===== src/rtl/swirq_pkg.sv =====
package swirq_pkg;

  // Set field occupies the low NUM_CORES bits; clear field follows directly.
  function automatic int set_pos(input int core);
    return core;
  endfunction

  function automatic int clr_pos(input int core, input int ncores);
    return ncores + core;
  endfunction

endpackage


===== src/rtl/swirq_port_decode.sv =====
module swirq_port_decode #(
  parameter int DATA_W    = 32,
  parameter int NUM_CORES = 2
) (
  input  logic                 valid,
  input  logic                 we,
  input  logic [DATA_W-1:0]    wdata,
  input  logic [NUM_CORES-1:0] flags,
  output logic [NUM_CORES-1:0] set_req,
  output logic [NUM_CORES-1:0] clr_req,
  output logic [DATA_W-1:0]    rdata
);
  import swirq_pkg::*;

  localparam int FIELD_W = 2 * NUM_CORES;

  logic wr_hit;
  logic unused_hi;

  assign wr_hit    = valid & we;
  assign unused_hi = ^wdata[DATA_W-1:FIELD_W];

  for (genvar c = 0; c < NUM_CORES; c++) begin : g_core
    assign set_req[c] = wr_hit & wdata[set_pos(c)];
    assign clr_req[c] = wr_hit & wdata[clr_pos(c, NUM_CORES)];
  end

  always_comb begin
    rdata = '0;
    if (valid) begin
      for (int c = 0; c < NUM_CORES; c++) begin
        rdata[set_pos(c)]            = flags[c];
        rdata[clr_pos(c, NUM_CORES)] = flags[c];
      end
    end
  end

endmodule


===== src/rtl/swirq_merge.sv =====
module swirq_merge #(
  parameter int NUM_PORTS = 2,
  parameter int NUM_CORES = 2
) (
  input  logic [NUM_PORTS-1:0][NUM_CORES-1:0] set_all,
  input  logic [NUM_PORTS-1:0][NUM_CORES-1:0] clr_all,
  output logic [NUM_CORES-1:0]                any_set,
  output logic [NUM_CORES-1:0]                any_clr
);

  always_comb begin
    any_set = '0;
    any_clr = '0;
    for (int p = 0; p < NUM_PORTS; p++) begin
      any_set = any_set | set_all[p];
      any_clr = any_clr | clr_all[p];
    end
  end

endmodule


===== src/rtl/swirq_flag_bank.sv =====
module swirq_flag_bank #(
  parameter int NUM_CORES = 2
) (
  input  logic                 clk,
  input  logic                 rst,
  input  logic [NUM_CORES-1:0] set_req,
  input  logic [NUM_CORES-1:0] clr_req,
  output logic [NUM_CORES-1:0] flags
);

  always_ff @(posedge clk) begin
    if (rst) begin
      flags <= '0;
    end else begin
      flags <= (flags & ~clr_req) | set_req;
    end
  end

  // reset empties every flag
  a_r1_reset_clears: assert property (@(posedge clk) rst |=> (flags == '0));

  for (genvar c = 0; c < NUM_CORES; c++) begin : g_chk
    // a set request always wins
    a_r8_set_wins: assert property (@(posedge clk) disable iff (rst)
      set_req[c] |=> flags[c]);
    // an uncontested clear drops the flag
    a_r3_clear_drops: assert property (@(posedge clk) disable iff (rst)
      (clr_req[c] && !set_req[c]) |=> !flags[c]);
    // no request, no change
    a_r4_hold: assert property (@(posedge clk) disable iff (rst)
      (!clr_req[c] && !set_req[c]) |=> $stable(flags[c]));
  end

endmodule


===== src/rtl/swirq_regs.sv =====
module swirq_regs #(
  parameter int DATA_W    = 32,
  parameter int NUM_CORES = 2
) (
  input  logic                 clk,
  input  logic                 rst,
  input  logic                 p0_valid,
  input  logic                 p0_we,
  input  logic [DATA_W-1:0]    p0_wdata,
  output logic [DATA_W-1:0]    p0_rdata,
  input  logic                 p1_valid,
  input  logic                 p1_we,
  input  logic [DATA_W-1:0]    p1_wdata,
  output logic [DATA_W-1:0]    p1_rdata,
  output logic [NUM_CORES-1:0] sw_irq_pend
);

  localparam int NUM_PORTS = 2;

  logic [NUM_PORTS-1:0]                valid_v;
  logic [NUM_PORTS-1:0]                we_v;
  logic [NUM_PORTS-1:0][DATA_W-1:0]    wdata_v;
  logic [NUM_PORTS-1:0][DATA_W-1:0]    rdata_v;
  logic [NUM_PORTS-1:0][NUM_CORES-1:0] set_v;
  logic [NUM_PORTS-1:0][NUM_CORES-1:0] clr_v;
  logic [NUM_CORES-1:0]                any_set;
  logic [NUM_CORES-1:0]                any_clr;
  logic [NUM_CORES-1:0]                flags;

  assign valid_v = {p1_valid, p0_valid};
  assign we_v    = {p1_we, p0_we};
  assign wdata_v = {p1_wdata, p0_wdata};

  for (genvar p = 0; p < NUM_PORTS; p++) begin : g_port
    swirq_port_decode #(.DATA_W(DATA_W), .NUM_CORES(NUM_CORES)) u_dec (
      .valid   (valid_v[p]),
      .we      (we_v[p]),
      .wdata   (wdata_v[p]),
      .flags   (flags),
      .set_req (set_v[p]),
      .clr_req (clr_v[p]),
      .rdata   (rdata_v[p])
    );
  end

  swirq_merge #(.NUM_PORTS(NUM_PORTS), .NUM_CORES(NUM_CORES)) u_merge (
    .set_all (set_v),
    .clr_all (clr_v),
    .any_set (any_set),
    .any_clr (any_clr)
  );

  swirq_flag_bank #(.NUM_CORES(NUM_CORES)) u_bank (
    .clk     (clk),
    .rst     (rst),
    .set_req (any_set),
    .clr_req (any_clr),
    .flags   (flags)
  );

  assign p0_rdata    = rdata_v[0];
  assign p1_rdata    = rdata_v[1];
  assign sw_irq_pend = flags;

  // idle ports leave the flags unchanged
  a_r9_idle_no_change: assert property (@(posedge clk) disable iff (rst)
    (!(p0_valid && p0_we) && !(p1_valid && p1_we)) |=> $stable(sw_irq_pend));
  // unselected port reads zero
  a_r5_p0_zero_idle: assert property (@(posedge clk) disable iff (rst)
    !p0_valid |-> (p0_rdata == '0));
  a_r5_p1_zero_idle: assert property (@(posedge clk) disable iff (rst)
    !p1_valid |-> (p1_rdata == '0));
  // selected port mirrors the pending outputs in the set field
  a_r5_p0_mirror: assert property (@(posedge clk) disable iff (rst)
    p0_valid |-> (p0_rdata[NUM_CORES-1:0] == sw_irq_pend));
  // a set from the second port reaches core 0 even amid other traffic
  a_r7_p1_sets_core0: assert property (@(posedge clk) disable iff (rst)
    (p1_valid && p1_we && p1_wdata[0]) |=> sw_irq_pend[0]);

endmodule


===== config.mk =====
export PLATFORM = sky130hd
export DESIGN_NAME = swirq_regs
export DESIGN_NICKNAME = d
export VERILOG_FILES = /design/src/rtl/swirq_pkg.sv /design/src/rtl/swirq_port_decode.sv /design/src/rtl/swirq_merge.sv /design/src/rtl/swirq_flag_bank.sv /design/src/rtl/swirq_regs.sv
export SDC_FILE = /design/constraint.sdc
export NUM_CORES = 1
export LEC_CHECK = 0
export ABC_AREA = 1
export CAP_MARGIN = 20
export CORE_MARGIN = 2
export CORE_UTILIZATION = 18
export CTS_CLUSTER_SIZE = 12
export DETAILED_ROUTE_END_ITERATION = 16
export PLACE_DENSITY = 0.83
export SLEW_MARGIN = 15
export SYNTH_ARGS = -nofsm -noshare
export SYNTH_HDL_FRONTEND = slang
export SYNTH_SLANG_ARGS = --single-unit

===== constraint.sdc =====
create_clock -name clk -period 0.85 [get_ports clk]
set_clock_uncertainty 0.1 [all_clocks]
set_input_delay 0.17 -clock clk [delete_from_list [all_inputs] [get_ports clk]]
set_output_delay 0.17 -clock clk [all_outputs]
set_load 0.005 [all_outputs]

After elaboration in Yosys (flattened, before gate mapping)

Index checks and enable logic that the tools add are counted.
Widths: inputs -> output; s select.

Muxes and demuxes: 2
Bitwise gates (word level): 15

Operators with widths:

| cell        | count |
|---|---|
| $and 1x1->1 | 10 |
| $mux 4      | 2 |
| $or 2x2->2  | 3 |
| $and 2x2->2 | 1 |
| $not 2->2   | 1 |

Flip-flop bits (word level): 2
Input bits: 70
Output and inout port bits: 66
Word-level logic and storage cells: 18

Longest topological paths before layout

Gate-level depths: netlist of run 1.

Depth in word-level cells: 6
Gate-level depth with buffers: 4
Depth with buffers taken out: 4

Modules after synthesis

From an unflattened synthesis of run 1, not the netlist that was laid out.

Cells, all modules: 110
Area, all modules: 678.2 µm²

Modules (own cells, without submodules):

| module            | instances | cells each | area an instance (µm²) | seq. area each (µm²) |
|---|---|---|---|---|
| swirq_port_decode | 2         | 44         | 280.3                  | 0.0 |
| swirq_flag_bank   | 1         | 10         | 72.6                   | 40.0 |
| swirq_merge       | 1         | 12         | 45.0                   | 0.0 |

Worst setup path before layout of run 1

OpenSTA, ideal clock, no wires.

Path kind: reg-to-output
From: reg u_bank.flags[1]
To: out p0_rdata[3]
Data arrival time: 589 ps
Required time: 580 ps
Path slack: -9 ps
Cell stages (with the launch flop): 4
Path buffers: 1
Cells stage by stage: dfxtp_1 -> nand2_1 -> inv_1 -> buf_4

Cells in the longest elaborated chain, start to end: 1

RTL lines:

| item                     | line                    | RTL |
|---|---|---|
| start: declaration       | swirq_flag_bank.sv:8    | `output logic [NUM_CORES-1:0] flags` |
| start signal: assignment | swirq_flag_bank.sv:15   | `flags <= (flags & ~clr_req) \| set_req;` |
| $mux 4                   | swirq_port_decode.sv:30 | `if (valid) begin` |
| end: declaration         | swirq_regs.sv:10        | `output logic [DATA_W-1:0] p0_rdata,` |

No other way between the ends.

Worst setup path after layout of run 1

From: reg u_bank.flags[0]
To: out p0_rdata[0]

The elaborated chain is that of the path after synthesis.

==> qor.csv, run 1 <==
metric;value;unit
outcome;complete, but fails checks;
failing checks;setup timing;
global-route wire length before repair;1190;um
vias in the first global route;327;
Post-synth top cells;buf_4, nand3_1, inv_1, nand2_1;
Hold/Removal Path Class;in2reg;
Worst Slack Setup Final;-0.293;ns
Post-Synth Simple-Gate Area;0.120;
R2R Setup Slk;-0.15;ns
DRC errors left;0;
share of the synthesized area in the top cell type;0.742;
largest reg by FF count;u_bank.flags;
Core Rows;21;
fin util;0.221;
endpoints failing setup;12;
critical path class;reg2out;
Die Ht;62.1;um
hold path cells;5;
Vias;461;
clk root buf;clkbuf_4;
Synth Warn #;0;
Peak supply drop;0.145;mV
Switching Share;0.339;
setup TNS;-2.39;ns
synthesized flop and latch total;2;
Yosys cell types;7;
clock share of power;0.373;
Comb pwr share;0.435;
Critical Path Start Type;flip-flop;
1st-pass router iterations;2;
number of diodes;0;
PwrDens;789;nW/um^2
Detail Placement HPWL;875;um
Routed WL per cell;6.94;um
worst path arrival time;0.87;ns
Sink Count;2;
Max Slew Vio Count;0;
GRT Total Usage;0.0448;
Syn-to-layout area delta;19.8;%
cts bufs inserted;3;
Tmin final;1.14;ns
top flop regs;u_bank.flags (2);
post-synthesis compound-gate area fraction;0.0289;
Flop pwr share;0.192;
max-cap viol count;0;
# port buffers;23;
grt total ovfl;0;
Synth Area in XOR/XNOR;0;
Fmax achieved;875;MHz
Final Cycle Share;1.35;
Detailed Route WL;1120;um
hold slack;0.241;ns
maximum clock insertion buffer count;2;
EDFF count, synth;0;
routed vias/inst;2.86;
Initial Utilization;0.185;
Place WS;-0.812;ns
r2r startpoint;u_bank.flags[0];
critical path peak fanout;3;
nets;187;
number of flip-flops in the largest register;2;
Adder-Cell Fraction of Synth Area;0;
final count of hold timing violations;0;
die area;3850;um^2
Clk Latency, worst-skew pair;0.23;ns
gp weighted congestion;0.479;
R2R cell count;5;
synth top area cells;buf_4, nand3_1, dfxtp_1;
Psw;195;uW
RSZ-0062 raised after global routing;yes;
Synth async-reset ratio;0;
worst hold start;p0_wdata[1];
most common flop cell mapped by yosys;dfxtp_1;
largest net degree at the start of global routing;7;
clock transition at the registers of the reported paths;0.03;ns
CP required;0.58;ns
# IOs;136;
post-synthesis mux area share;0;
count leader, synth;buf_4;
Post-Syn Area;607;um^2
initial drt markers;15;
hold worst-path end;u_bank.flags[1];
Yosys top cell by area;buf_4;
CTS tree;built;
initial antenna violation count;0;
Internal Power;379;uW
# fillers;383;
crit end category;output port;
Mean Syn Cell Area;6.98;um^2
Syn Inst Count;87;
H-Tree Depth;1;
chip width;62.1;um
largest family of logic cells by synthesized area;buffers and inverters;
FF-to-FF End;u_bank.flags[0];
share of layout cells above drive strength 1;0.261;
Seq/Total Area, Yosys;0.0660;
Pleak;0.000446;uW
Routed Antenna Nets;0;
core area;3280;um^2
## cells by family (layout without fill, tap and decap cells)
kind of cell,count (synthesis),after routing
DFF,2,2
and+or+nand+nor,16,16
buffers and inverters,66,39
other,1,56
AOI/OAI and AO/OA,2,2
## how the worst max path moves through the flow
stage / start / endpoint / slack, ns
finish: u_bank.flags[0] / p0_rdata[0] / -0.29
global route: u_bank.flags[0] / p0_rdata[0] / -0.34
CTS: u_bank.flags[1] / p1_rdata[1] / -0.29
detailed placement: p0_valid / p0_rdata[0] / -0.81
global placement: p0_valid / p0_rdata[0] / -0.79
floorplan: u_bank.flags[1] / p0_rdata[3] / 0.03
## metal layers
layer,vias to the layer above,GRT usage,wire length [um]
met1,196,0.0222,250
met2,53,0.101,610
met4,0,0.0365,6
met3,2,0.0166,250
li1,210,-,-
met5,-,0,0
## metrics by stage
| stage | area [um^2] | power (uW) | cells |
|---|---|---|---|
| after floorplan | 816 | 397 | 142 |
| after global placement | 661 | 325 | 152 |
| after detailed placement | 661 | 328 | 152 |
| after CTS | 697 | 561 | 160 |
| after global routing | 727 | 631 | 161 |
| final | 727 | 573 | 161 |
## critical path, stage by stage (launching register included)
cell and delay (ns):
dfxtp_2 0.34, buf_6 0.10, nand2_2 0.04, inv_2 0.07
buf_6 0.10
## power groups by stage
stage | registers (uW) | logic, uW | clock network [uW]
after floorplan | 111 | 286 | 0
after global placement | 112 | 213 | 0
after detailed placement | 112 | 216 | 0
after CTS | 110 | 227 | 224
after global routing | 111 | 288 | 232
final | 110 | 249 | 214
## final cells by class
| class | instances | area, um^2 | area share |
|---|---|---|---|
| flip-flops and latches | 2 | 42.5 | 0.0585 |
| clock buffers | 3 | 22.5 | 0.0310 |
| well taps | 46 | 57.6 | 0.0792 |
| inverters | 6 | 22.5 | 0.0310 |
| repair buffers | 30 | 259 | 0.356 |
| multi-input cells | 74 | 323 | 0.444 |
## repair_timing
| item | CTS | global route |
|---|---|---|
| pin swaps | 3 | 0 |
| hold endpoints to repair | 0 | 0 |
| hold buffers | 0 | 0 |
| endpoints found under the setup margin | 12 | 12 |
| gates resized for setup | 51 | 7 |
| buffers inserted | 5 | 1 |
## placed cells by master (no fill, tap or decap), drive strengths merged
cell	instances
inv	6
dfxtp	2
nand3	10
dlymetal6s2s	1
buf	16
nand2	6
clkbuf	4
conb	56
a21oi	2
clkdlybuf4s50	7
dlygate4sd2	5
Power figures use the tool's default switching activity.
==> run 2: changes to the inputs <==
MAX_ROUTING_LAYER = met4   (was unset)
==> results of run 2 <==
Same layout as run 1: the final DEF is identical, and so are final timing and power.
Among the figures that moved: final weighted congestion in routability-driven placement 0.479 -> 0.478; overall routing resource usage 0.0448 -> 0.0462; violation count after the first detailed-route iteration 15 -> 26
